<file path="src/rtl/pp_dma_pkg.sv">
package pp_dma_pkg;

    localparam int REG_AW = 3;
    localparam int REG_DW = 32;

    localparam logic [REG_AW-1:0] OFS_CTRL     = 3'd0;
    localparam logic [REG_AW-1:0] OFS_BASE_0   = 3'd1;
    localparam logic [REG_AW-1:0] OFS_BASE_1   = 3'd2;
    localparam logic [REG_AW-1:0] OFS_COUNT    = 3'd3;
    localparam logic [REG_AW-1:0] OFS_STATUS   = 3'd4;
    localparam logic [REG_AW-1:0] OFS_FLAG_CLR = 3'd5;
    localparam logic [REG_AW-1:0] OFS_REMAIN   = 3'd6;

    typedef enum logic [1:0] {
        XS_IDLE  = 2'd0,
        XS_WRITE = 2'd1,
        XS_ACK   = 2'd2
    } xfer_state_e;

endpackage

</file>
<file path="src/rtl/pp_dma_regs.sv">
module pp_dma_regs
    import pp_dma_pkg::*;
#(
    parameter int AW    = 32,
    parameter int CNT_W = 16
) (
    input  logic              clk,
    input  logic              rst_n,
    input  logic              reg_wr,
    input  logic [REG_AW-1:0] reg_addr,
    input  logic [REG_DW-1:0] reg_wdata,
    output logic [REG_DW-1:0] reg_rdata,
    input  logic              buf_done,
    input  logic              partial,
    input  logic              target,
    input  logic [CNT_W-1:0]  remain,
    output logic              enable,
    output logic              start,
    output logic [AW-1:0]     base_0,
    output logic [AW-1:0]     base_1,
    output logic [CNT_W-1:0]  count,
    output logic              tc_flag
);

    typedef struct packed {
        logic             enable;
        logic [AW-1:0]    base_0;
        logic [AW-1:0]    base_1;
        logic [CNT_W-1:0] count;
        logic             tc;
        logic             ovr;
    } regs_t;

    regs_t q, d;
    logic  stop, clr_tc, clr_ovr, tc_evt;

    always_comb begin
        d       = q;
        start   = 1'b0;
        stop    = 1'b0;
        clr_tc  = reg_wr && (reg_addr == OFS_FLAG_CLR) && reg_wdata[0];
        clr_ovr = reg_wr && (reg_addr == OFS_FLAG_CLR) && reg_wdata[1];
        if (reg_wr) begin
            case (reg_addr)
                OFS_CTRL: begin
                    d.enable = reg_wdata[0];
                    start    = reg_wdata[0] && !q.enable;
                    stop     = !reg_wdata[0] && q.enable;
                end
                OFS_BASE_0: d.base_0 = AW'(reg_wdata);
                OFS_BASE_1: d.base_1 = AW'(reg_wdata);
                OFS_COUNT:  d.count  = CNT_W'(reg_wdata);
                default: ;
            endcase
        end
        tc_evt = buf_done || (stop && partial);
        if (clr_tc)  d.tc  = 1'b0;
        if (clr_ovr) d.ovr = 1'b0;
        if (tc_evt) begin
            d.tc = 1'b1;
            if (q.tc && !clr_tc) d.ovr = 1'b1;
        end
    end

    always_ff @(posedge clk or negedge rst_n) begin
        if (!rst_n) q <= '0;
        else        q <= d;
    end

    always_comb begin
        case (reg_addr)
            OFS_CTRL:   reg_rdata = REG_DW'(q.enable);
            OFS_BASE_0: reg_rdata = REG_DW'(q.base_0);
            OFS_BASE_1: reg_rdata = REG_DW'(q.base_1);
            OFS_COUNT:  reg_rdata = REG_DW'(q.count);
            OFS_STATUS: reg_rdata = REG_DW'({target, q.ovr, q.tc});
            OFS_REMAIN: reg_rdata = REG_DW'(remain);
            default:    reg_rdata = '0;
        endcase
    end

    assign enable  = q.enable;
    assign base_0  = q.base_0;
    assign base_1  = q.base_1;
    assign count   = q.count;
    assign tc_flag = q.tc;

    p_tc_hold_r7: assert property (@(posedge clk) disable iff (!rst_n)
        (q.tc && !clr_tc) |=> q.tc);
    p_overrun_r10: assert property (@(posedge clk) disable iff (!rst_n)
        (buf_done && q.tc && !clr_tc) |=> (q.ovr && q.tc));
    p_set_wins_r11: assert property (@(posedge clk) disable iff (!rst_n)
        (buf_done && clr_tc) |=> q.tc);
    p_stop_partial_r9: assert property (@(posedge clk) disable iff (!rst_n)
        (stop && partial) |=> q.tc);

endmodule

</file>
<file path="src/rtl/pp_dma_xfer.sv">
module pp_dma_xfer
    import pp_dma_pkg::*;
#(
    parameter int DW    = 32,
    parameter int CNT_W = 16
) (
    input  logic             clk,
    input  logic             rst_n,
    input  logic             enable,
    input  logic             start,
    input  logic [CNT_W-1:0] count,
    input  logic             per_req,
    input  logic [DW-1:0]    per_data,
    output logic             per_ack,
    output logic             mem_wr_valid,
    input  logic             mem_wr_ready,
    output logic [DW-1:0]    mem_wr_data,
    output logic [CNT_W-1:0] remain,
    output logic             target,
    output logic             buf_done,
    output logic             partial
);

    typedef struct packed {
        xfer_state_e      state;
        logic [CNT_W-1:0] remain;
        logic             target;
        logic [DW-1:0]    data;
        logic             ack;
    } xfer_t;

    xfer_t q, d;

    always_comb begin
        d        = q;
        d.ack    = 1'b0;
        buf_done = 1'b0;
        case (q.state)
            XS_IDLE: begin
                if (enable && per_req) begin
                    d.state = XS_WRITE;
                    d.data  = per_data;
                end
            end
            XS_WRITE: begin
                if (mem_wr_ready) begin
                    d.state = XS_ACK;
                    d.ack   = 1'b1;
                    if (q.remain <= CNT_W'(1)) begin
                        d.remain = count;
                        d.target = !q.target;
                        buf_done = 1'b1;
                    end else begin
                        d.remain = q.remain - CNT_W'(1);
                    end
                end
            end
            XS_ACK:  d.state = XS_IDLE;
            default: d.state = XS_IDLE;
        endcase
        if (start) begin
            d.remain = count;
            d.target = 1'b0;
        end
    end

    always_ff @(posedge clk or negedge rst_n) begin
        if (!rst_n) q <= '{state: XS_IDLE, default: '0};
        else        q <= d;
    end

    assign per_ack      = q.ack;
    assign mem_wr_valid = (q.state == XS_WRITE);
    assign mem_wr_data  = q.data;
    assign remain       = q.remain;
    assign target       = q.target;
    assign partial      = (q.remain != count);

    p_ack_pulse_r3: assert property (@(posedge clk) disable iff (!rst_n)
        per_ack |=> !per_ack);
    p_swap_r5: assert property (@(posedge clk) disable iff (!rst_n)
        (mem_wr_valid && mem_wr_ready && (q.remain <= CNT_W'(1)) && !start)
        |=> ((q.target != $past(q.target)) && (q.remain == $past(count))));

endmodule

</file>
<file path="src/rtl/pp_dma_addr.sv">
module pp_dma_addr #(
    parameter int AW         = 32,
    parameter int CNT_W      = 16,
    parameter int ITEM_BYTES = 4
) (
    input  logic [AW-1:0]    base_0,
    input  logic [AW-1:0]    base_1,
    input  logic [CNT_W-1:0] count,
    input  logic [CNT_W-1:0] remain,
    input  logic             target,
    output logic [AW-1:0]    addr
);

    localparam int  SHIFT  = $clog2(ITEM_BYTES);
    localparam bit  IS_POW = ((ITEM_BYTES & (ITEM_BYTES - 1)) == 0);

    logic [CNT_W-1:0] index;
    logic [AW-1:0]    offset;

    assign index = count - remain;

    generate
        if (IS_POW) begin : g_shift
            assign offset = AW'(index) << SHIFT;
        end else begin : g_mult
            assign offset = AW'(index) * AW'(ITEM_BYTES);
        end
    endgenerate

    assign addr = (target ? base_1 : base_0) + offset;

endmodule

</file>
<file path="src/rtl/pp_dma_chan.sv">
module pp_dma_chan
    import pp_dma_pkg::*;
#(
    parameter int AW    = 32,
    parameter int DW    = 32,
    parameter int CNT_W = 16
) (
    input  logic              clk,
    input  logic              rst_n,
    input  logic              reg_wr,
    input  logic [REG_AW-1:0] reg_addr,
    input  logic [REG_DW-1:0] reg_wdata,
    output logic [REG_DW-1:0] reg_rdata,
    input  logic              per_req,
    input  logic [DW-1:0]     per_data,
    output logic              per_ack,
    output logic              mem_wr_valid,
    input  logic              mem_wr_ready,
    output logic [AW-1:0]     mem_wr_addr,
    output logic [DW-1:0]     mem_wr_data,
    output logic              tc_out
);

    localparam int ITEM_BYTES = DW / 8;

    logic             enable_w, start_w, buf_done_w, partial_w, target_w;
    logic [AW-1:0]    base_0_w, base_1_w;
    logic [CNT_W-1:0] count_w, remain_w;

    pp_dma_regs #(.AW(AW), .CNT_W(CNT_W)) u_regs (
        .clk       (clk),
        .rst_n     (rst_n),
        .reg_wr    (reg_wr),
        .reg_addr  (reg_addr),
        .reg_wdata (reg_wdata),
        .reg_rdata (reg_rdata),
        .buf_done  (buf_done_w),
        .partial   (partial_w),
        .target    (target_w),
        .remain    (remain_w),
        .enable    (enable_w),
        .start     (start_w),
        .base_0    (base_0_w),
        .base_1    (base_1_w),
        .count     (count_w),
        .tc_flag   (tc_out)
    );

    pp_dma_xfer #(.DW(DW), .CNT_W(CNT_W)) u_xfer (
        .clk          (clk),
        .rst_n        (rst_n),
        .enable       (enable_w),
        .start        (start_w),
        .count        (count_w),
        .per_req      (per_req),
        .per_data     (per_data),
        .per_ack      (per_ack),
        .mem_wr_valid (mem_wr_valid),
        .mem_wr_ready (mem_wr_ready),
        .mem_wr_data  (mem_wr_data),
        .remain       (remain_w),
        .target       (target_w),
        .buf_done     (buf_done_w),
        .partial      (partial_w)
    );

    pp_dma_addr #(.AW(AW), .CNT_W(CNT_W), .ITEM_BYTES(ITEM_BYTES)) u_addr (
        .base_0 (base_0_w),
        .base_1 (base_1_w),
        .count  (count_w),
        .remain (remain_w),
        .target (target_w),
        .addr   (mem_wr_addr)
    );

    p_gate_r2: assert property (@(posedge clk) disable iff (!rst_n)
        $rose(mem_wr_valid) |-> $past(enable_w));
    p_hold_r3: assert property (@(posedge clk) disable iff (!rst_n)
        (mem_wr_valid && !mem_wr_ready)
        |=> (mem_wr_valid && $stable(mem_wr_addr) && $stable(mem_wr_data)));

endmodule

</file>
<file path="config.mk">
export PLATFORM = sky130hd
export DESIGN_NAME = pp_dma_chan
export DESIGN_NICKNAME = d
export VERILOG_FILES = /design/src/rtl/pp_dma_pkg.sv /design/src/rtl/pp_dma_regs.sv /design/src/rtl/pp_dma_xfer.sv /design/src/rtl/pp_dma_addr.sv /design/src/rtl/pp_dma_chan.sv
export SDC_FILE = /design/constraint.sdc
export NUM_CORES = 1
export LEC_CHECK = 0
export CORE_MARGIN = 10
export CORE_UTILIZATION = 50
export DETAILED_ROUTE_END_ITERATION = 7
export DONT_BUFFER_PORTS = 1
export SETUP_SLACK_MARGIN = 0.5
export SLEW_MARGIN = 20
export SYNTH_ARGS = -nofsm -noshare
export SYNTH_HDL_FRONTEND = slang
export SYNTH_SLANG_ARGS = --single-unit
</file>
<file path="constraint.sdc">
create_clock -name clk -period 8.59 [get_ports clk]
set_clock_uncertainty 0.15 [all_clocks]
set_input_delay 2.1475 -clock clk [delete_from_list [all_inputs] [get_ports clk]]
set_output_delay 2.1475 -clock clk [all_outputs]
set_load 0.02 [all_outputs]
</file>
* After elaboration in Yosys (flattened, before gate mapping)
Index checks and enable logic that the tools add are counted.
** Operators by class
- Order comparisons :: 1
- Muxes and demuxes :: 22
- $add $sub $neg :: 3
- Reductions and logical operators :: 27
- Eq/ne operators :: 10
** Operator list (number)
- 32-bit case mux with 6 select lines :: 1
- 17-bit two-way mux :: 2
- 32-bit by 18-bit adder with 32-bit output :: 1
- 32-bit two-way mux :: 1
- 19-bit two-way mux :: 1
- 16-bit by 1-bit <= comparator with 1-bit output, second input constant :: 1
- 16-bit two-way mux :: 1
- 16-bit != test :: 1
- 16-bit by 1-bit subtractor with 16-bit output, second input constant :: 1
- 16-bit subtractor :: 1
- 2-bit AND reduction :: 7
- 1-bit two-way mux :: 13
- 3-bit equality test, second input constant :: 3
- 1-bit logical AND :: 8
- 2-bit nonzero test :: 4
- 3-bit by 2-bit equality test with 1-bit output, second input constant :: 2
- 1-bit zero test :: 4
- 2-bit two-way mux :: 2
- 2-bit by 1-bit != test with 1-bit output, second input constant :: 2
- 2-bit case mux with 2 select lines :: 1
- 3-bit by 1-bit equality test with 1-bit output, second input constant :: 1
- 3-bit zero test :: 1
- 3-bit AND reduction :: 1
- 2-bit by 1-bit equality test with 1-bit output, second input constant :: 1
- 2 further kinds :: 2
** Storage, ports and cells
- Word-level logic and storage cells :: 74
- Bits in registers :: 135
- Input bits :: 72

* Logic depth before layout (Yosys ltp)
Gate-level depths: netlist (run 1).
- Depth after elaboration :: 7
- Depth in mapped cells :: 17

* By module
From an unflattened synthesis (run 1), not the netlist that was laid out.
** Second synthesis, totals
- Cell total of the unflattened synthesis :: 985
- Area total of the unflattened synthesis :: 9895.7 um^2
** Modules (own cells, without submodules)
- pp_dma_regs :: cells each 370, instances 1, sequential area each 2077.0 um^2, area each 4493.1 um^2
- pp_dma_xfer :: cells each 273, instances 1, sequential area each 1301.2 um^2, area each 2934.1 um^2
- pp_dma_addr :: cells each 342, instances 1, sequential area each 0.0 um^2, area each 2468.6 um^2

* Least setup slack after synthesis (run 1)
Ideal clock, no wire load.
- Kind :: reg2out
- Start point :: reg u_regs.q, in the netlist u_regs.count[0]
- End point :: out mem_wr_addr[19]
- Path buffers :: 0
- Setup slack :: 2.474 ns
- Data arrival time :: 3.818 ns
- Cell stages (with the launch flop) :: 18
- Path through :: dfrtp_1 -> inv_1 -> ha_1 -> inv_1 -> fa_1 -> a21o_1 -> a21oi_2 -> o21ai_1 -> a31o_2 -> a2111oi_2 -> nor2_1 -> ha_1 -> a211oi_2 -> o21ai_1 -> a41oi_2 -> a41oi_4 -> o21bai_1 -> xor2_1
** Between the ends
- Word-level cells in the longest chain between the ends :: 2
** RTL lines
- start, declared :: RTL line pp_dma_regs.sv:34 : regs_t q, d;
- start signal, assigned :: RTL line pp_dma_regs.sv:66 : if (!rst_n) q <= '0;
- start signal, assigned :: RTL line pp_dma_regs.sv:67 : else q <= d;
- 16-bit subtractor :: RTL line pp_dma_addr.sv:20 : assign index = count - remain;
- 32-bit by 18-bit adder with 32-bit output :: RTL line pp_dma_addr.sv:30 : assign addr = (target ? base_1 : base_0) + offset;
- end, declared :: RTL line pp_dma_chan.sv:19 : output logic [AW-1:0] mem_wr_addr,
Every way passes these cells.

* Worst setup path in the final report (run 1)
- Start point :: reg u_xfer.q, in the netlist u_xfer.remain[0]
- End point :: out mem_wr_addr[19]
** Between the ends
- Word-level cells in the longest chain between the ends :: 2
** RTL lines
- start, declared :: RTL line pp_dma_xfer.sv:32 : xfer_t q, d;
- start signal, assigned :: RTL line pp_dma_xfer.sv:68 : if (!rst_n) q <= '{state: XS_IDLE, default: '0};
- start signal, assigned :: RTL line pp_dma_xfer.sv:69 : else q <= d;
- 16-bit subtractor :: RTL line pp_dma_addr.sv:20
- 32-bit by 18-bit adder with 32-bit output :: RTL line pp_dma_addr.sv:30
Every way passes these cells.

==> results.md, run 1 <==
* Status: finished, final reports clean
* GRT met2 Usage at 32.2%
* Met3 Usage GRT at 6.81%
* Synth cell types at 77
* Die height at 154 um
* Max Root-Sink Buffers at 2
* Sequential power share at 29.4%
* P_sw at 1850 uW
* Power per cell area at 408 nW/um^2
* Pleak at 0.00386 uW
* Starting Density at 51.2%
* MaxCap Viol Count at 0
* Peak VDD IR at 353 uV
* CTS buffer count at 17
* CP Class: flip-flop to output port
* Crit start category: flip-flop
* Sequential cell area at 3380 um^2
* Final slew viol count at 0
* DR vias/cell at 6.19
* Fmax at 140 MHz
* Synth Instances at 857
* IO Pins at 171
* Clk Latency, worst-skew pair at 430 ps
* Mapped Nets at 964
* Cells resized by post-CTS repair at 0
* Post-Route Utilization at 53.5%
* Fill cells at 1,563
* Most crowded layer after global routing: met2
* Port buffer count at 0
* GRT Util Overall at 20.0%
* Syn avg cell area at 10.4 um^2
* Most frequent cells in the layout: dfrtp_1, mux2_2, nand2_1
* RSZ-0062 raised after global routing: no
* Post-synth EDFFs at 0
* Largest net degree at the start of global routing at 136
* Die width at 154 um
* Antenna diode count at 0
* Fin. Hold Viols at 0
* Number of global-route vias before repair at 6,751
* Initial antenna violation count at 0
* Relative slew slack at 34.4%
* Core area at 17,400 um^2
* H-tree levels at 4
* Vias after detailed routing at 6,466
* Avg WL per Cell at 23.1 um
* Register area share after synthesis at 37.9%
* Final antenna-violating net count at 0
* Internal power at 1950 uW
* Gate power share at 52.0%
* DRC viols at 0
* Hpwl dp at 17.5 mm
* Postcts setup bufs at 0
* Async SR Flop Fraction at 100%
* Final setup vio count at 0
* Share of cells above drive strength 1 at 24.3%
* Main synth FF type: dfrtp_1
* Fin crit share at 83.4%
* Synthesized area at 8910 um^2
* Clock transition at path regs at 60 ps
* Setup_tns at 0 ps
* Routed WL at 24.1 mm
* Area of the multi-input gates at 4900 um^2
* CTS root buf: clkbuf_16
* Die ar. at 23,600 um^2
* Hold crit path type: flip-flop to flip-flop
* Tmin final at 7170 ps
* CTS Hold Bufs at 0
* Critical Path RT at 6290 ps
* CTS tree: yes
* Global-route wire length before repair at 38.4 mm
* Crit-path max FO at 8
* CTS sink cnt at 135
* Seq cells post-synth at 135
* Net Sw Frac at 48.6%
* Drt first pass iters at 4
* DR iter-0 viols at 355
* Crit. End Element: output port
* Most common cell after layout, fill and taps aside: dfrtp_1
* Synth warnings at 0
* Clk pwr share at 18.6%
* Cell Rows at 48
* GRT met1 Usage at 24.7%
* Global route total overflow at 0
* WP data arrival at 4870 ps
* Slew @ Worst Pin at 981 ps
* Area grow syn2layout at 4.53%
* NumNets Final at 914
* GPL Wtd Cong at 0.922
-- final timing paths --
check / from / to / slack, ps / depth (start not counted)
worst min register to register: u_regs.q[0] / u_regs.q[0] / 370 / 2
worst max register to register: u_xfer.remain[1] / u_xfer.remain[8] / 5850 / 8
worst min-delay path: u_regs.q[0] / u_regs.q[0] / 370 / 2
worst max-delay path: u_xfer.remain[0] / mem_wr_addr[19] / 1420 / 16
max in group asynchronous: rst_n / u_xfer.target / 6750 / 0
min in group asynchronous: rst_n / u_xfer.mem_wr_data[10] / 1270 / 0
-- per-layer routing --
metal  vias to the layer above  wire length, um
li1                       3017                -
met1                      3217             9990
met2                       202            11800
met3                        30             1890
met4                         0              422
met5                         -                0
-- sequential cells by signal, indices dropped and copies added, names as in the netlist --
signal              count
u_regs.base_0          32
u_regs.base_1          32
u_xfer.per_ack          1
u_regs.q                1
u_xfer.mem_wr_data     32
u_xfer.q                2
u_regs.count           16
u_regs.enable           1
u_xfer.target           1
u_xfer.remain          16
u_regs.tc_flag          1
-- final cells by class --
cell class | count | share of cell area (%)
clock buffer | 19 | 4.86
sequential | 135 | 36.3
clock inverter | 12 | 1.24
multi-input combinational | 611 | 52.6
inverter | 35 | 1.41
timing repair buffer | 7 | 0.564
tap | 225 | 3.02
-- cells in the mapped netlist (16+ instances only) --
library cell | count | area share (%)
buf_2 | 19 | 1.1
buf_4 | 44 | 3.7
a21oi_1 | 36 | 2.0
ha_1 | 33 | 4.6
xor2_1 | 22 | 2.2
mux2_2 | 128 | 16
nor2b_1 | 19 | 1.3
nand2_1 | 47 | 2.0
a22o_1 | 20 | 2.0
dfrtp_1 | 135 | 38
o21ai_0 | 32 | 1.8
inv_1 | 34 | 1.4
o21ai_1 | 16 | 0.90
a22oi_1 | 28 | 2.4
nor2_1 | 41 | 1.7
-- stage by stage --
step	cell area [um^2]	power, uW	instances	hold slack [ps]	setup slack [ps]
floorplan	8910	2800	857	298	2470
global placement	8750	3050	1013	328	2060
detailed placement	8750	3110	1013	352	1870
CTS	9320	3830	1044	367	1430
global route	9320	4070	1044	379	1090
finish	9320	3810	1044	373	1420
-- worst max-delay path, stage by stage, from the launching register on --
cell,delay (ps)
dfrtp_1,440
ha_1,210
inv_1,60
fa_1,410
a21o_1,220
a21oi_2,170
o21ai_1,180
a31o_2,310
a2111oi_2,350
nor2_1,100
ha_1,390
nand4_1,170
nor3_1,250
o31ai_2,150
a41oi_4,440
o21bai_1,130
xor2_1,450
-- cells by family (layout without fill, tap and decap cells) --
logic type      Yosys count  in the layout  synth area share (%)
xor+xnor                 35             35                  3.44
mux                     141            141                  17.7
compound gates          207            207                  17.0
buf+inv                 111             73                  7.23
simple gates            193            193                  11.6
flops                   135            135                  37.9
fa+ha+maj                35             35                  5.08
-- power by group through the flow --
stage / sequential (uW) / combinational [uW] / clock [uW]
after global routing: 1150 / 2170 / 755
after global placement: 1120 / 1930 / 0
after detailed placement: 1130 / 1980 / 0
after floorplan: 953 / 1850 / 0
after CTS: 1120 / 1990 / 720
final: 1120 / 1980 / 709
No activity file was read; power rests on OpenSTA's default activity.
==> run 2, diff against run 1 <==
Settings changed: ABC_AREA set to 1, PLACE_DENSITY set to 0.68.
Clock period 8.59 ns to 6.5 ns, I/O delays scaled along.
==> run 2 against run 1 <==
Effect of this change: total power grew 60%; non-clock buffer count down 5; sequential share of layout area down 2.5 points; hold slack worse by 36 ps; count of clock-buffer cells in the layout stayed put; synthesized area rose by 6.9%; design area rose by 7.5%; die area up 6.0%; final cell count up 49%; sequential power increased by 30%; first-iteration DRC count rose by 85%.
==> results.md, run 2 <==
* Post-synth EDFFs at 0 (unchanged)
* Cell depth of the worst setup path at 18 (+2)
* Async SR Flop Fraction at 100% (unchanged)
* Avg WL per Cell at 18.4 um (-20%)
* Top-count cell post-synth: nand2_1
* Worst r2r src: u_xfer.remain[9]
* Power per cell area at 609 nW/um^2 (+49%)
* Crit path max-delay cell type: xor2_1
* Final Instance Area at 10,000 um^2 (+7.5%)
* H-tree levels at 4 (unchanged)
* Crit path to: mem_wr_addr[17]
* Largest stage delay on the critical path at 460 ps (about the same)
* Critical Path Source: u_regs.count[0]
* CP dominant cell by count: nand2_1
* Starting Density at 50.9% (-0.23 points)
* CP Cell Sequence: inv_1 > ha_1 > inv_1 > fa_1 > nand2_1 > nand2_1 > a21boi_0 > or2_2 > nand2_1 > nand2_1 > nand2_1 > ha_1 > a21oi_1 > nand2_1 > inv_1 > nand2_1 > a21oi_1 > xor2_1
* Core area at 18,700 um^2 (+7.4%)
* WP data arrival at 3850 ps (-1020 ps)
* Final slew viol count at 0 (unchanged)
* Reg2Reg Setup Slack at 4220 ps (-1630 ps)
* Fin crit share at 86.5%
* Die width at 158 um (+3.0%)
* R2r worst-path depth at 9 (+1)
* Fin Hold WS at 338 ps (-35.8 ps)
* Clk Latency, worst-skew pair at 440 ps (about the same)
* Vias after detailed routing at 8,514 (+32%)
* Relative slew slack at 32.5% (-1.9 points)
* Crit start category: flip-flop
* Post-Route Utilization at 53.5% (about the same)
* Fin. Hold Viols at 0 (unchanged)
* Share of cells above drive strength 1 at 7.71% (-17 points)
* Area grow syn2layout at 5.08%
* Crit-path max FO at 4 (-4)
* Global route total overflow at 0 (unchanged)
* Post-placement cell area at 9390 um^2 (+7.3%)
* Seq cells post-synth at 135 (unchanged)
* RSZ-0062 raised after global routing: no
* Fill cells at 1,845 (+18%)
* Area of the multi-input gates at 4980 um^2 (+1.5%)
* Crit. End Element: output port
* Drt first pass iters at 7 (+3)
* CTS tree: yes
* Global-route wire length before repair at 44.8 mm (+17%)
* Antenna diode count at 0 (unchanged)
* Status: finished, final reports clean
* Register area share after synthesis at 35.4% (-2.5 points)
* Hold crit path type: flip-flop to flip-flop
* Cell Rows at 50 (+4.2%)
* Tmin final at 5630 ps
* Most frequent cells in the layout: nand2_1, inv_1, dfrtp_1
* NumNets Final at 1,417 (+55%)
* CTS root buf: clkbuf_16
* Postcts setup bufs at 0 (unchanged)
* Critical Path RT at 4720 ps (-1570 ps)
* Synth Instances at 1,359 (+59%)
* Pleak at 0.00525 uW (+36%)
* DRC viols at 0 (unchanged)
* Max Root-Sink Buffers at 2 (unchanged)
* Number of global-route vias before repair at 8,146 (+21%)
* Setup_tns at 0 ps (unchanged)
* Final setup vio count at 0 (unchanged)
* Synth cell types at 45 (-42%)
* Synth warnings at 0 (unchanged)
* Mapped Nets at 1,466 (+52%)
* Synthesized area at 9530 um^2 (+6.9%)
* Initial antenna violation count at 0 (unchanged)
* CTS sink cnt at 135 (unchanged)
* Worst path bufs/invs at 3 (+2)
* Final antenna-violating net count at 0 (unchanged)
* GRT Util Overall at 22.9% (+2.9 points)
* Routed WL at 28.6 mm (+19%)
* Largest area contributor in the netlist: dfrtp_1
* Syn avg cell area at 7.01 um^2 (-33%)
* CP Class: flip-flop to output port
* Largest net degree at the start of global routing at 136 (unchanged)
* Die height at 158 um (+3.0%)
* Top-area cell type share of the netlist area at 35.4% (-2.5 points)
* IO Pins at 171 (unchanged)
* Main synth FF type: dfrtp_1
* Cells after DPL at 1,525 (+51%)
* Synth top area cells: dfrtp_1, nand2_1, inv_1
* CP delay by family, top: adder cells
* GPL Wtd Cong at 0.962 (+4.3%)
* Peak VDD IR at 324 uV (-8.3%)
* Most common cell after layout, fill and taps aside: nand2_1
* Port buffer count at 0 (unchanged)
* Sequential cell area at 3380 um^2 (about the same)
* DR vias/cell at 5.47 (-12%)
* CTS buffer count at 17 (unchanged)
* DR iter-0 viols at 657 (+85%)
* Fmax at 178 MHz
* Slew @ Worst Pin at 1010 ps (+28.5 ps)
* Hpwl dp at 21.8 mm (+24%)
* MaxCap Viol Count at 0 (unchanged)
* Die ar. at 25,000 um^2 (+6.0%)
* Commonest cells in the netlist: nand2_1, inv_1, dfrtp_1
* Non-Filler Instances at 1,557 (+49%)
* Reg-to-reg endpoint: u_regs.q[0]
* Clock transition at path regs at 60 ps (about the same)
-- run 2: final cells by class --
type / instances / share of cell area (%)
clock buffer: 19 / 4.52
timing repair buffer: 2 / 0.150
multi-input combinational: 958 / 49.7
inverter: 196 / 7.38
sequential: 135 / 33.7
clock inverter: 13 / 1.57
tap: 234 / 2.92
-- run 2: per-layer routing --
layer / global-route usage, % / wire [um] / part of all wire (%) / up-vias
li1: - / - / - / 4174
met1: 30.5 / 12900 / 45 / 4007
met2: 35.4 / 13000 / 45 / 306
met3: 6.49 / 2410 / 8.4 / 27
met4: 6.57 / 382 / 1.3 / 0
met5: 0 / 0 / 0 / -
-- run 2: how the worst min path moves through the flow --
stage                      startpoint           endpoint  slack, ps  cells after the start
floorplan                u_xfer.q[51]       u_xfer.q[50]        300                      1
global placement         u_xfer.q[51]       u_xfer.q[50]        310                      1
detailed placement  u_regs.base_1[15]  u_regs.base_1[15]        320                      2
CTS                 u_regs.base_1[15]  u_regs.base_1[15]        340                      2
global route        u_regs.base_1[15]  u_regs.base_1[15]        350                      2
finish              u_regs.base_1[15]  u_regs.base_1[15]        340                      2
-- run 2: where the power goes --
part | switching [uW] | leakage (uW) | total, uW | internal (uW)
logic | 2610 | 0.00327 | 3640 | 1030
registers | 371 | 0.00168 | 1460 | 1090
clock network | 405 | 0.000298 | 1000 | 597
total | 3390 | 0.00525 | 6100 | 2710
-- run 2: cells by family (layout without fill, tap and decap cells) --
family / after synthesis / in the layout / synth area share [%]
buffers and inverters: 266 / 230 / 12.4
xor gates and xnor gates: 32 / 32 / 2.94
DFF: 135 / 135 / 35.4
muxes: 32 / 32 / 3.78
adders and majority gates: 35 / 35 / 4.75
and+or+nand+nor: 673 / 673 / 29.2
AOI/OAI and AO/OA: 186 / 186 / 11.4
-- run 2: per-stage QoR --
stage	total power, uW	setup WS [ps]
global route	6620	534
CTS	6110	851
global placement	5070	1380
floorplan	4350	1750
detailed placement	5090	1320
finish	6100	874
-- run 2: repair_timing --
action / in CTS / in global routing
hold buffers: 0 / 0
setup endpoints to repair: 0 / 1
resized for setup: 0 / 1
-- run 2: worst reg2reg max path, stage by stage, from the launching register on --
cell and delay, ps:
dfrtp_1 430, inv_1 140, ha_1 390, nand2_1 120, nor2_1 200, nand4_1 220
o21ai_0 330, nand2_1 90, nand2_1 70, nand2_1 50
